==> src/rtl/gpio_pad_pkg.sv <==
package gpio_pad_pkg;
  localparam int AW = 8;
  localparam logic [AW-1:0] ADDR_DIGMODE = 8'h00;
  localparam logic [AW-1:0] ADDR_PPMODE  = 8'h01;
  localparam logic [AW-1:0] ADDR_LATCH   = 8'h02;
  localparam logic [AW-1:0] ADDR_GLOBAL  = 8'h03;
  localparam logic [AW-1:0] ADDR_PADIN   = 8'h04;
  localparam int GLB_ROUTE_BIT = 0;
  localparam int GLB_PULLOFF_BIT = 1;

  typedef struct packed {
    logic pull_off;
    logic route_en;
  } glb_cfg_t;
endpackage

==> src/rtl/gpio_pad_sync.sv <==
module gpio_pad_sync #(
  parameter int W = 8,
  parameter int STAGES = 2
) (
  input  logic         clk,
  input  logic         rst_n,
  input  logic [W-1:0] d_in,
  output logic [W-1:0] d_out
);
  logic [W-1:0] chain [STAGES];

  generate
    for (genvar s = 0; s < STAGES; s++) begin : g_stage
      always_ff @(posedge clk or negedge rst_n) begin
        if (!rst_n) chain[s] <= '0;
        else if (s == 0) chain[s] <= d_in;
        else chain[s] <= chain[(s == 0) ? 0 : s-1];
      end
    end
  endgenerate

  assign d_out = chain[STAGES-1];
endmodule

==> src/rtl/gpio_pad_regs.sv <==
module gpio_pad_regs
  import gpio_pad_pkg::*;
#(
  parameter int PINS = 8,
  parameter int DW = 8
) (
  input  logic            clk,
  input  logic            rst_n,
  input  logic [AW-1:0]   addr,
  input  logic            wr,
  input  logic [DW-1:0]   wdata,
  input  logic [PINS-1:0] pad_sync,
  output logic [PINS-1:0] dig_mode,
  output logic [PINS-1:0] pp_mode,
  output logic [PINS-1:0] out_latch,
  output glb_cfg_t        glb,
  output logic [DW-1:0]   rdata
);
  logic [PINS-1:0] wbits;
  logic [PINS-1:0] pad_view;

  assign wbits = wdata[PINS-1:0];
  assign pad_view = pad_sync & dig_mode;

  always_ff @(posedge clk or negedge rst_n) begin
    if (!rst_n) begin
      dig_mode  <= '0;
      pp_mode   <= '0;
      out_latch <= '0;
      glb       <= '0;
    end else if (wr) begin
      case (addr)
        ADDR_DIGMODE: dig_mode  <= wbits;
        ADDR_PPMODE:  pp_mode   <= wbits;
        ADDR_LATCH:   out_latch <= wbits;
        ADDR_GLOBAL: begin
          glb.route_en <= wdata[GLB_ROUTE_BIT];
          glb.pull_off <= wdata[GLB_PULLOFF_BIT];
        end
        default: ;
      endcase
    end
  end

  always_comb begin
    rdata = '0;
    case (addr)
      ADDR_DIGMODE: rdata = DW'(dig_mode);
      ADDR_PPMODE:  rdata = DW'(pp_mode);
      ADDR_LATCH:   rdata = DW'(out_latch);
      ADDR_GLOBAL: begin
        rdata[GLB_ROUTE_BIT]   = glb.route_en;
        rdata[GLB_PULLOFF_BIT] = glb.pull_off;
      end
      ADDR_PADIN:   rdata = DW'(pad_view);
      default:      rdata = '0;
    endcase
  end
endmodule

==> src/rtl/gpio_pin_cell.sv <==
module gpio_pin_cell (
  input  logic route_en,
  input  logic pull_off,
  input  logic digital,
  input  logic push_pull,
  input  logic latch_val,
  input  logic alt_sel,
  input  logic alt_val,
  output logic drv_hi,
  output logic drv_lo,
  output logic pull
);
  logic out_val;
  logic active;

  assign out_val = alt_sel ? alt_val : latch_val;
  assign active  = route_en & digital;

  always_comb begin
    drv_hi = active & push_pull & out_val;
    drv_lo = active & ~out_val;
    if (pull_off)       pull = 1'b0;
    else if (!route_en) pull = 1'b1;
    else                pull = digital & ~drv_lo;
  end
endmodule

==> src/rtl/gpio_pad_ctl.sv <==
module gpio_pad_ctl
  import gpio_pad_pkg::*;
#(
  parameter int PINS = 8,
  parameter int DW = 8,
  parameter int SYNC_STAGES = 2
) (
  input  logic            clk,
  input  logic            rst_n,
  input  logic [7:0]      reg_addr,
  input  logic            reg_wr,
  input  logic [DW-1:0]   reg_wdata,
  output logic [DW-1:0]   reg_rdata,
  input  logic [PINS-1:0] route_sel,
  input  logic [PINS-1:0] route_val,
  input  logic [PINS-1:0] pad_in,
  output logic [PINS-1:0] pad_drv_hi,
  output logic [PINS-1:0] pad_drv_lo,
  output logic [PINS-1:0] pad_pull
);
  logic [PINS-1:0] dig_mode;
  logic [PINS-1:0] pp_mode;
  logic [PINS-1:0] out_latch;
  logic [PINS-1:0] pad_sync;
  glb_cfg_t        glb;
  logic            route_en;
  logic            pull_off;

  assign route_en = glb.route_en;
  assign pull_off = glb.pull_off;

  gpio_pad_sync #(.W(PINS), .STAGES(SYNC_STAGES)) u_sync (
    .clk(clk), .rst_n(rst_n), .d_in(pad_in), .d_out(pad_sync)
  );

  gpio_pad_regs #(.PINS(PINS), .DW(DW)) u_regs (
    .clk(clk), .rst_n(rst_n), .addr(reg_addr), .wr(reg_wr),
    .wdata(reg_wdata), .pad_sync(pad_sync), .dig_mode(dig_mode),
    .pp_mode(pp_mode), .out_latch(out_latch), .glb(glb), .rdata(reg_rdata)
  );

  generate
    for (genvar p = 0; p < PINS; p++) begin : g_pin
      gpio_pin_cell u_cell (
        .route_en(route_en), .pull_off(pull_off),
        .digital(dig_mode[p]), .push_pull(pp_mode[p]),
        .latch_val(out_latch[p]), .alt_sel(route_sel[p]),
        .alt_val(route_val[p]), .drv_hi(pad_drv_hi[p]),
        .drv_lo(pad_drv_lo[p]), .pull(pad_pull[p])
      );
    end
  endgenerate
endmodule

==> config.mk <==
export PLATFORM = sky130hd
export DESIGN_NAME = gpio_pad_ctl
export DESIGN_NICKNAME = d
export VERILOG_FILES = /design/src/rtl/gpio_pad_pkg.sv /design/src/rtl/gpio_pad_sync.sv /design/src/rtl/gpio_pad_regs.sv /design/src/rtl/gpio_pin_cell.sv /design/src/rtl/gpio_pad_ctl.sv
export SDC_FILE = /design/constraint.sdc
export NUM_CORES = 1
export LEC_CHECK = 0
export ABC_AREA = 0
export BUFFER_PORTS_ARGS = -buffer_cell sky130_fd_sc_hd__buf_2
export CAP_MARGIN = 10
export CORE_ASPECT_RATIO = 1.4
export CORE_MARGIN = 2
export CORE_UTILIZATION = 46
export CTS_CLUSTER_DIAMETER = 200
export DETAILED_ROUTE_END_ITERATION = 16
export GPL_ROUTABILITY_DRIVEN = 0
export PLACE_DENSITY = 0.87
export SETUP_SLACK_MARGIN = 0.5
export SYNTH_ARGS = -nofsm -noshare
export SYNTH_HDL_FRONTEND = slang
export SYNTH_SLANG_ARGS = --single-unit
==> constraint.sdc <==
create_clock -name clk -period 1.1 [get_ports clk]
set_clock_uncertainty 0.1 [all_clocks]
set_input_delay 0.055 -clock clk [delete_from_list [all_inputs] [get_ports clk]]
set_output_delay 0.055 -clock clk [all_outputs]
set_load 0.02 [all_outputs]
==> results of run 1 <==
[final cells by class]
| type | count | area (sq um) | area share |
|---|---|---|---|
| multi-input combinational | 132 | 1319 | 0.3709 |
| sequential | 42 | 1052 | 0.2959 |
| timing repair buffer | 112 | 996.0 | 0.2801 |
| tap | 64 | 80.08 | 0.02252 |
| clock buffer | 5 | 68.82 | 0.01935 |
| clock inverter | 3 | 40.04 | 0.01126 |
[per-stage QoR]
stage	utilization	setup WS (ps)	total power [uW]
5_1_grt	0.7401	-504.7	3694
4_1_cts	0.6563	-415.2	3397
3_3_place_gp	0.5917	-300.1	2169
2_1_floorplan	-	-155.0	1980
3_5_place_dp	0.5917	-303.6	2191
6_report	0.7401	-435.0	3533
[power by group through the flow]
stage | registers [uW] | logic, uW | clock network (uW)
final | 1680 | 674 | 1180
after global routing | 1680 | 717 | 1290
after CTS | 1670 | 531 | 1200
after detailed placement | 1700 | 491 | 0
after global placement | 1700 | 474 | 0
after floorplan | 1680 | 297 | 0
[sequential cells by signal, indices dropped and copies added, names as in the netlist]
| register | cells |
|---|---|
| u_regs.dig_mode | 8 |
| u_regs.out_latch | 8 |
| u_regs.pp_mode | 8 |
| u_sync.chain | 8 |
| u_sync.d_out | 8 |
| u_regs.glb | 2 |
[critical path, cell delays in order, from the launching register on]
cell and delay, ps:
dfrtp_1 400, mux2i_1 110, a211o_1 310, a21oi_4 140, buf_6 130
[synth_stat cells, drive strengths merged, types with 2 or more instances]
library cell	number	area, sq um
and4	8	70.07
nor2	10	37.54
nand3b	12	90.09
a21oi	17	85.08
a21o	6	45.04
mux2	34	382.9
clkbuf	5	18.77
nand3	8	45.04
nand4b	2	47.55
nand2b	8	50.05
mux2i	3	30.03
buf	27	193.9
dfrtp	42	1051
nand2	18	67.56
[what timing repair did]
item / 4_1_cts / 5_1_grt
pin swaps: 12 / 16
endpoints found under the hold margin: 76 / 34
hold buffers: 1 / 7
setup buffers: 2 / 4
endpoints found under the setup margin: 58 / 89
gates cloned: 0 / 4
gates resized for setup: 54 / 60
[per-layer routing]
layer,GRT usage,vias up
li1,-,888
met1,0.2644,974
met2,0.3732,76
met3,0.05563,12
met4,0.07115,0
met5,0,-
[path summary, 6_finish.rpt]
path                            depth (start not counted)                 end  slack (ps)
worst max-delay path                                    4        reg_rdata[0]        -440
worst min-delay path                                    1    u_sync.chain[10]        -230
worst max register to register                          2       u_regs.glb[1]          70
worst min register to register                          0     u_sync.d_out[5]         250
max in group asynchronous                               3   u_regs.pp_mode[1]         560
min in group asynchronous                               3  u_regs.dig_mode[5]         170
[logic make-up (layout without fill, tap and decap cells)]
family                 after synthesis  after routing  share of synthesized area
buffers and inverters               32            120                    0.09330
AO/OA/AOI/OAI                       25             25                    0.06531
AND/OR/NAND/NOR                     70             70                     0.1992
multiplexers                        37             37                     0.1811
flip-flops                          42             42                     0.4610
==> impl_metrics.tcl, run 1 <==
set metrics [dict create \
    status "complete, but fails checks" \
    failed_checks "negative hold slack, negative setup slack" \
    critPathRequiredTime_ps 940 \
    instances_no_fill 358 \
    first_pass_iters 5 \
    wirelength_mm 6.458 \
    antenna_found_initial 0 \
    finalWorstSetupSlack_ps -435.0 \
    hp-start "pad_in[2]" \
    drv_slew 0 \
    syn2layout_area_growth_pct 55.98 \
    wl_met2_mm 3.520 \
    hold_slack_ps -233.3 \
    final-setup-viol-count 40 \
    die_y_um 87.30 \
    synthArstFlopShare 1.000 \
    critPathLaunch "u_regs.glb[0]" \
    yosysWarnings 0 \
    timing.rr.start "u_regs.glb[1]" \
    highest_layer "met4" \
    worst_pin_slew_ps 326.3 \
    start_util 0.4745 \
    grt_usage 0.2167 \
    crit_fanout 3 \
    power_density_nw_per_um2 993.6 \
    synth-edff-count 0 \
    tns_ps -11080 \
    synth_cell_types 24 \
    grt_pass1_wl_mm 9.280 \
    grt_pass1_vias 1854 \
    die_w_um 63.50 \
    clkPwrFrac 0.335 \
    cts-root-buf "clkbuf_8" \
    clk_pin_slew_worst_paths_ps 80 \
    end_kind "output pin" \
    port_buffers 74 \
    cts_inserted_buffers 5 \
    min_period_ps 1535 \
    nNetsFinal 336 \
    rsz0062_at_grt "yes" \
    htree_num_levels 2 \
    drc 0 \
    cts.sinks 42 \
    dpl.cell_count 332 \
    final_common_cell "dfrtp_1" \
    drt_iter0_markers 51 \
    wl_met1_mm 2.533 \
    critPathKind "reg2out" \
    grt_max_degree 43 \
    final.period_utilization 1.395 \
    clock_latency_ps 290 \
    synth_cells 206 \
    drtAntennaViolNets 0 \
    diodes 0 \
    synth_seq_cells 42 \
    synth_nets 249 \
    via_per_inst 5.447 \
    placed_area_sq_um 2843 \
    p_switching_uw 888.7 \
    cts_tree "done" \
    ys.flop_type "dfrtp_1" \
    fmax_ghz 0.6515 \
    io_pins 75 \
    max-clock-path-buffers 2 \
    gr-total-overflow 0 \
    drive_above_1_share 0.6497 \
    arrival_ps 1380 \
    synth_area_sq_um 2280 \
    critPathLaunchType "register" \
    wl_met3_um 299 \
    yosysSeqAreaShare 0.4610 \
    seqPwrFrac 0.474 \
    combPwrFrac 0.191 \
    p_leak_uw 0.001715 \
    avgSynthCellArea_sq_um 11.07 \
    wl_per_cell_um 18.04 \
    final_area_sq_um 3556 \
    swShare 0.2515 \
    fillerInstances 335 \
    core_sq_um 4805 \
    relSlewSlack 0.7817 \
    dp_hpwl_mm 3.846 \
    finalHoldViolations 27 \
    rows 30 \
    ir_drop_mv 0.9668 \
    internal_power_uw 2645 \
    num_vias 1950 \
    mostFrequentLayoutCells "dfrtp_1, buf_2, buf_6, buf_4" \
    die_area_sq_um 5543 \
    cap_viol_max_count 0 \
    hp-class "in2reg" \
]
No activity file was read; power rests on OpenSTA's default activity.
==> run 2: changes to the inputs <==
--- a/config.mk
+++ b/config.mk
@@ -6,15 +6,16 @@
 export NUM_CORES = 1
 export LEC_CHECK = 0
 export ABC_AREA = 0
-export BUFFER_PORTS_ARGS = -buffer_cell sky130_fd_sc_hd__buf_2
 export CAP_MARGIN = 10
 export CORE_ASPECT_RATIO = 1.4
 export CORE_MARGIN = 2
-export CORE_UTILIZATION = 46
+export CORE_UTILIZATION = 55
 export CTS_CLUSTER_DIAMETER = 200
 export DETAILED_ROUTE_END_ITERATION = 16
+export DONT_BUFFER_PORTS = 1
 export GPL_ROUTABILITY_DRIVEN = 0
-export PLACE_DENSITY = 0.87
+export PLACE_DENSITY = 0.83
+export RECOVER_POWER = 100
 export SETUP_SLACK_MARGIN = 0.5
 export SYNTH_ARGS = -nofsm -noshare
 export SYNTH_HDL_FRONTEND = slang
==> constraint.sdc (replaced) <==
create_clock -name clk -period 1.1 [get_ports clk]
set_clock_uncertainty 0.1 [all_clocks]
set_input_delay 0.055 -clock clk [delete_from_list [all_inputs] [get_ports clk]]
set_output_delay 0.055 -clock clk [all_outputs]
set_load 0.01 [all_outputs]
==> impl_metrics.tcl, run 2 (synthesis gave the netlist of run 1 again) <==
set metrics [dict create \
    status "complete, but fails checks" \
    failed_checks "negative hold slack, negative setup slack" \
    final.period_utilization 1.427 \
    drtAntennaViolNets 0 \
    first_pass_iters 4 \
    drv_slew 0 \
    relSlewSlack 0.8068 \
    cts-root-buf "clkbuf_8" \
    slowest_stage "dfrtp_1" \
    gr-total-overflow 0 \
    drt_iter0_markers 71 \
    via_per_inst 6.426 \
    die_area_sq_um 4683 \
    wl_per_cell_um 24.49 \
    syn2layout_area_growth_pct 38.25 \
    power_density_nw_per_um2 1017 \
    path_cells "mux2i_1, or3_4, a21oi_4" \
    fmax_ghz 0.6372 \
    rows 27 \
    port_buffers 0 \
    start_util 0.5768 \
    diodes 0 \
    ir_drop_mv 1.191 \
    rsz0062_at_grt "yes" \
    worst_pin_slew_ps 289.3 \
    hold_slack_ps -687.1 \
    dp_hpwl_mm 3.441 \
    end_kind "output pin" \
    instances_no_fill 270 \
    antenna_found_initial 0 \
    final_common_cell "dfrtp_1" \
    p_leak_uw 0.001538 \
    dpl.cell_count 231 \
    critPathMaxStageDelay_ps 430 \
    finalHoldViolations 68 \
    arrival_ps 1410 \
    place_ws_ps -220.2 \
    clk_pin_slew_worst_paths_ps 100 \
    die_w_um 58.41 \
    cts.sinks 42 \
    drc 0 \
    crit_fanout 4 \
    critPathLaunchType "register" \
    critPathKind "reg2out" \
    cts_tree "done" \
    hp-class "in2async" \
    wirelength_mm 6.611 \
    cts_hold_buf 8 \
    min_period_ps 1569 \
    grt_pass1_wl_mm 9.673 \
    nNetsFinal 269 \
    critPathRequiredTime_ps 940 \
    finalWorstSetupSlack_ps -469.3 \
    die_y_um 80.18 \
    drive_above_1_share 0.6123 \
    final-setup-viol-count 37 \
    cap_viol_max_count 0 \
    num_vias 1735 \
    grt_pass1_vias 1799 \
    grt_usage 0.2879 \
    core_sq_um 3953 \
    cts_inserted_buffers 5 \
    io_pins 75 \
    mostFrequentLayoutCells "dfrtp_1, mux2_4, buf_4, buf_6" \
    max-clock-path-buffers 2 \
    clock_latency_ps 300 \
    grt_max_degree 43 \
    htree_num_levels 2 \
]
-- run 2: cell type report --
type,count,area [sq um]
clock buffers,5,68.82
clock inverters,3,21.27
fillers,199,800.8
multi-input cells,132,1455
flip-flops and latches,42,1059
well taps,43,53.80
repair buffers,45,494.2
-- run 2: worst paths after layout --
| check | start | end | slack (ps) | cells after the start |
|---|---|---|---|---|
| worst min-delay path | rst_n | u_regs.dig_mode[5] | -690 | 0 |
| worst max-delay path | u_regs.dig_mode[1] | reg_rdata[1] | -470 | 3 |
| worst min register to register | u_sync.chain[8] | u_sync.d_out[0] | 250 | 0 |
| max in group asynchronous | rst_n | u_regs.dig_mode[2] | 1470 | 0 |
| worst max register to register | u_regs.dig_mode[1] | u_regs.dig_mode[1] | -60 | 3 |
| min in group clk | reg_wdata[7] | u_regs.dig_mode[7] | -230 | 1 |
-- run 2: per-stage QoR --
step           hold WS [ps]  setup TNS (ps)  total power [uW]  utilization  cell area, sq um
5_1_grt              -691.8          -11980              3313       0.7974              3152
4_1_cts              -683.7           -9125              3150       0.7642              3020
2_1_floorplan        -340.6           -3643              1951            -              2427
3_3_place_gp         -339.4           -3793              1925       0.5809              2296
6_report             -687.1           -9828              3207       0.7974              3152
3_5_place_dp         -339.9           -4485              1940       0.5809              2296
-- run 2: timing repair --
item | in CTS | in global routing
gates resized for setup | 103 | 13
pin swaps | 28 | 16
buffers inserted | 14 | 6
endpoints found under the hold margin | 76 | 68
cloned | 2 | 1
setup endpoints to repair | 58 | 59
-- run 2: critical path, delay by kind of cell (launching register included) --
kind | cells | cell delay (ps)
compound gates | 1 | 190
flops | 1 | 430
mux | 1 | 120
simple gates | 1 | 370
-- run 2: power by group --
group          switching (uW)  internal, uW
combinational             210           292
clock                     579           446
sequential               59.3          1620
total                     849          2360
-- run 2: per-layer routing --
metal,GRT usage,wire (um),up-vias,part of all wire
met5,0,0,-,0
met4,0.1651,197,0,0.030
met3,0.06602,565,18,0.085
met2,0.4663,3539,111,0.54
met1,0.3450,2307,858,0.35
li1,-,-,748,-
==> run 3: changes to the inputs <==
--- a/config.mk
+++ b/config.mk
@@ -5,7 +5,7 @@
 export SDC_FILE = /design/constraint.sdc
 export NUM_CORES = 1
 export LEC_CHECK = 0
-export ABC_AREA = 0
+export ABC_AREA = 1
 export CAP_MARGIN = 10
 export CORE_ASPECT_RATIO = 1.4
 export CORE_MARGIN = 2
@@ -14,9 +14,9 @@
 export DETAILED_ROUTE_END_ITERATION = 16
 export DONT_BUFFER_PORTS = 1
 export GPL_ROUTABILITY_DRIVEN = 0
-export PLACE_DENSITY = 0.83
+export PLACE_DENSITY = 0.84
 export RECOVER_POWER = 100
-export SETUP_SLACK_MARGIN = 0.5
+export SETUP_SLACK_MARGIN = 0.3
 export SYNTH_ARGS = -nofsm -noshare
 export SYNTH_HDL_FRONTEND = slang
 export SYNTH_SLANG_ARGS = --single-unit
==> impl_metrics.tcl, run 3 <==
set metrics [dict create \
    status "complete, but fails checks" \
    failed_checks "negative hold slack, negative setup slack" \
    grt_usage 0.2590 \
    critPathRequiredTime_ps 940 \
    finalWorstSetupSlack_ps -379.3 \
    synth_cell_types 24 \
    grt_pass1_wl_mm 9.660 \
    port_buffers 0 \
    final-setup-viol-count 32 \
    critPathLaunchType "register" \
    dp_hpwl_mm 4.122 \
    yosysWarnings 0 \
    cts.sinks 42 \
    io_pins 75 \
    wirelength_mm 6.600 \
    mostFrequentLayoutCells "nand2_1, dfrtp_1, nand2_2, inv_1, buf_4" \
    drtAntennaViolNets 0 \
    first_pass_iters 4 \
    end_kind "output pin" \
    clk_pin_slew_worst_paths_ps 80 \
    yosys-top-cells-count "nand2_1, dfrtp_1, inv_1, buf_4, o21ai_2" \
    avgSynthCellArea_sq_um 8.091 \
    num_vias 2173 \
    max-clock-path-buffers 2 \
    htree_num_levels 2 \
    tns_ps -7434 \
    cts_hold_buf 16 \
    syn2layout_area_growth_pct 35.84 \
    final_common_cell "nand2_1" \
    final.period_utilization 1.345 \
    core_sq_um 4239 \
    grt_pass1_vias 2127 \
    yosysMostFrequentCell "nand2_1" \
    netlist.area_leader.share 0.4301 \
    p_switching_uw 873.9 \
    critPathKind "reg2out" \
    drv_slew 0 \
    die_area_sq_um 5000 \
    gr-total-overflow 0 \
    cts_inserted_buffers 5 \
    combPwrFrac 0.178 \
    relSlewSlack 0.8024 \
    ys.flop_type "dfrtp_1" \
    yosysTopAreaCell "dfrtp_1" \
    via_per_inst 5.558 \
    swShare 0.2674 \
    fmax_ghz 0.6760 \
    seqPwrFrac 0.517 \
    fin_util 0.7831 \
    hold_slack_ps -647.9 \
    final_area_sq_um 3319 \
    p_leak_uw 0.001356 \
    cts_tree "done" \
    arrival_ps 1320 \
    nNetsFinal 373 \
    wl_per_cell_um 16.88 \
    rsz0062_at_grt "yes" \
    clkPwrFrac 0.304 \
    yosysSeqAreaShare 0.4301 \
    synth_nets 345 \
    drc 0 \
    clock_latency_ps 280 \
    cts-root-buf "clkbuf_8" \
    synth_area_sq_um 2444 \
    die_w_um 60.34 \
    crit_fanout 4 \
    diodes 0 \
    placed_area_sq_um 2603 \
    grt_max_degree 43 \
    drt_iter0_markers 157 \
    synthArstFlopShare 1.000 \
    antenna_found_initial 0 \
    synth-edff-count 0 \
    rows 28 \
    hp-class "in2async" \
    drive_above_1_share 0.4653 \
    worst_pin_slew_ps 295.7 \
    die_y_um 82.87 \
    power_density_nw_per_um2 984.5 \
    ir_drop_mv 1.121 \
    synth_seq_cells 42 \
    min_period_ps 1479 \
    cap_viol_max_count 0 \
    start_util 0.5764 \
    internal_power_uw 2394 \
    finalHoldViolations 68 \
    synth_cells 302 \
    synthTopCellsByArea "dfrtp_1, nand2_1, o21ai_2" \
]
[run 3: changes by cell type after synthesis, sizes merged, moves of 9 or more]
cell,delta
a21oi,-9
inv,+37
mux2,-34
nand2,+75
nor3,+13
o21ai,+34
[run 3: final timing paths]
kind | startpoint | endpoint | slack [ps] | cells past startpoint
min in group clk | reg_wr | u_regs.pp_mode[6] | -110 | 2
max | u_regs.glb[0] | pad_drv_hi[5] | -380 | 4
min | rst_n | u_regs.dig_mode[5] | -650 | 0
min reg2reg | u_sync.chain[15] | u_sync.d_out[7] | 250 | 0
max in group asynchronous | rst_n | u_regs.dig_mode[2] | 1450 | 0
max reg2reg | u_regs.out_latch[0] | u_regs.out_latch[0] | 150 | 4
[run 3: final cells by class]
type | count | area [sq um]
well taps | 60 | 75.07
clock inverters | 1 | 5.005
fillers | 253 | 919.6
clock buffers | 7 | 86.33
repair buffers | 52 | 509.2
multi-input cells | 192 | 1429
flip-flops and latches | 42 | 1052
inverters | 37 | 162.7
[run 3: stage by stage]
step	worst slack, ps	cells	hold slack [ps]	total power [uW]
after detailed placement	-8.681	351	-339.9	2048
final	-379.3	391	-647.9	3268
after floorplan	79.68	302	-340.6	1977
after CTS	-276.1	384	-654.6	3156
after global routing	-427.8	391	-662.8	3398
after global placement	5.355	351	-340.0	2035
[run 3: logic make-up (layout without fill, tap and decap cells)]
family / Yosys count / in the layout / share of synthesized area
AO/OA/AOI/OAI: 42 / 42 / 0.1229
buffers and inverters: 68 / 97 / 0.1510
flip-flops: 42 / 42 / 0.4301
AND/OR/NAND/NOR: 150 / 150 / 0.2960
[run 3: worst max-delay path: stages, from the launching register on]
cell	delay, ps
dfrtp_1	410
inv_2	110
buf_4	170
nor3_2	190
buf_4	150
[run 3: repair_timing]
action                     4_1_cts  5_1_grt
resized for setup               29       70
hold endpoints to repair        76       68
setup endpoints to repair       35       51
buffers inserted                 9        7
pin swaps                       18       30
[run 3: power groups by stage]
stage / clock network (uW) / logic [uW] / registers [uW]
2_1_floorplan: 0 / 287 / 1690
3_3_place_gp: 0 / 331 / 1700
3_5_place_dp: 0 / 341 / 1710
4_1_cts: 1020 / 459 / 1680
5_1_grt: 1080 / 620 / 1700
6_report: 995 / 583 / 1690
[run 3: routing by layer]
metal / share of wire / GRT usage / routed length (um) / vias up
met5: 0 / 0 / 0 / -
met1: 0.35 / 0.2853 / 2293 / 1060
met3: 0.053 / 0.06075 / 350 / 24
li1: - / - / - / 993
met2: 0.56 / 0.4387 / 3700 / 96
met4: 0.039 / 0.1414 / 256 / 0
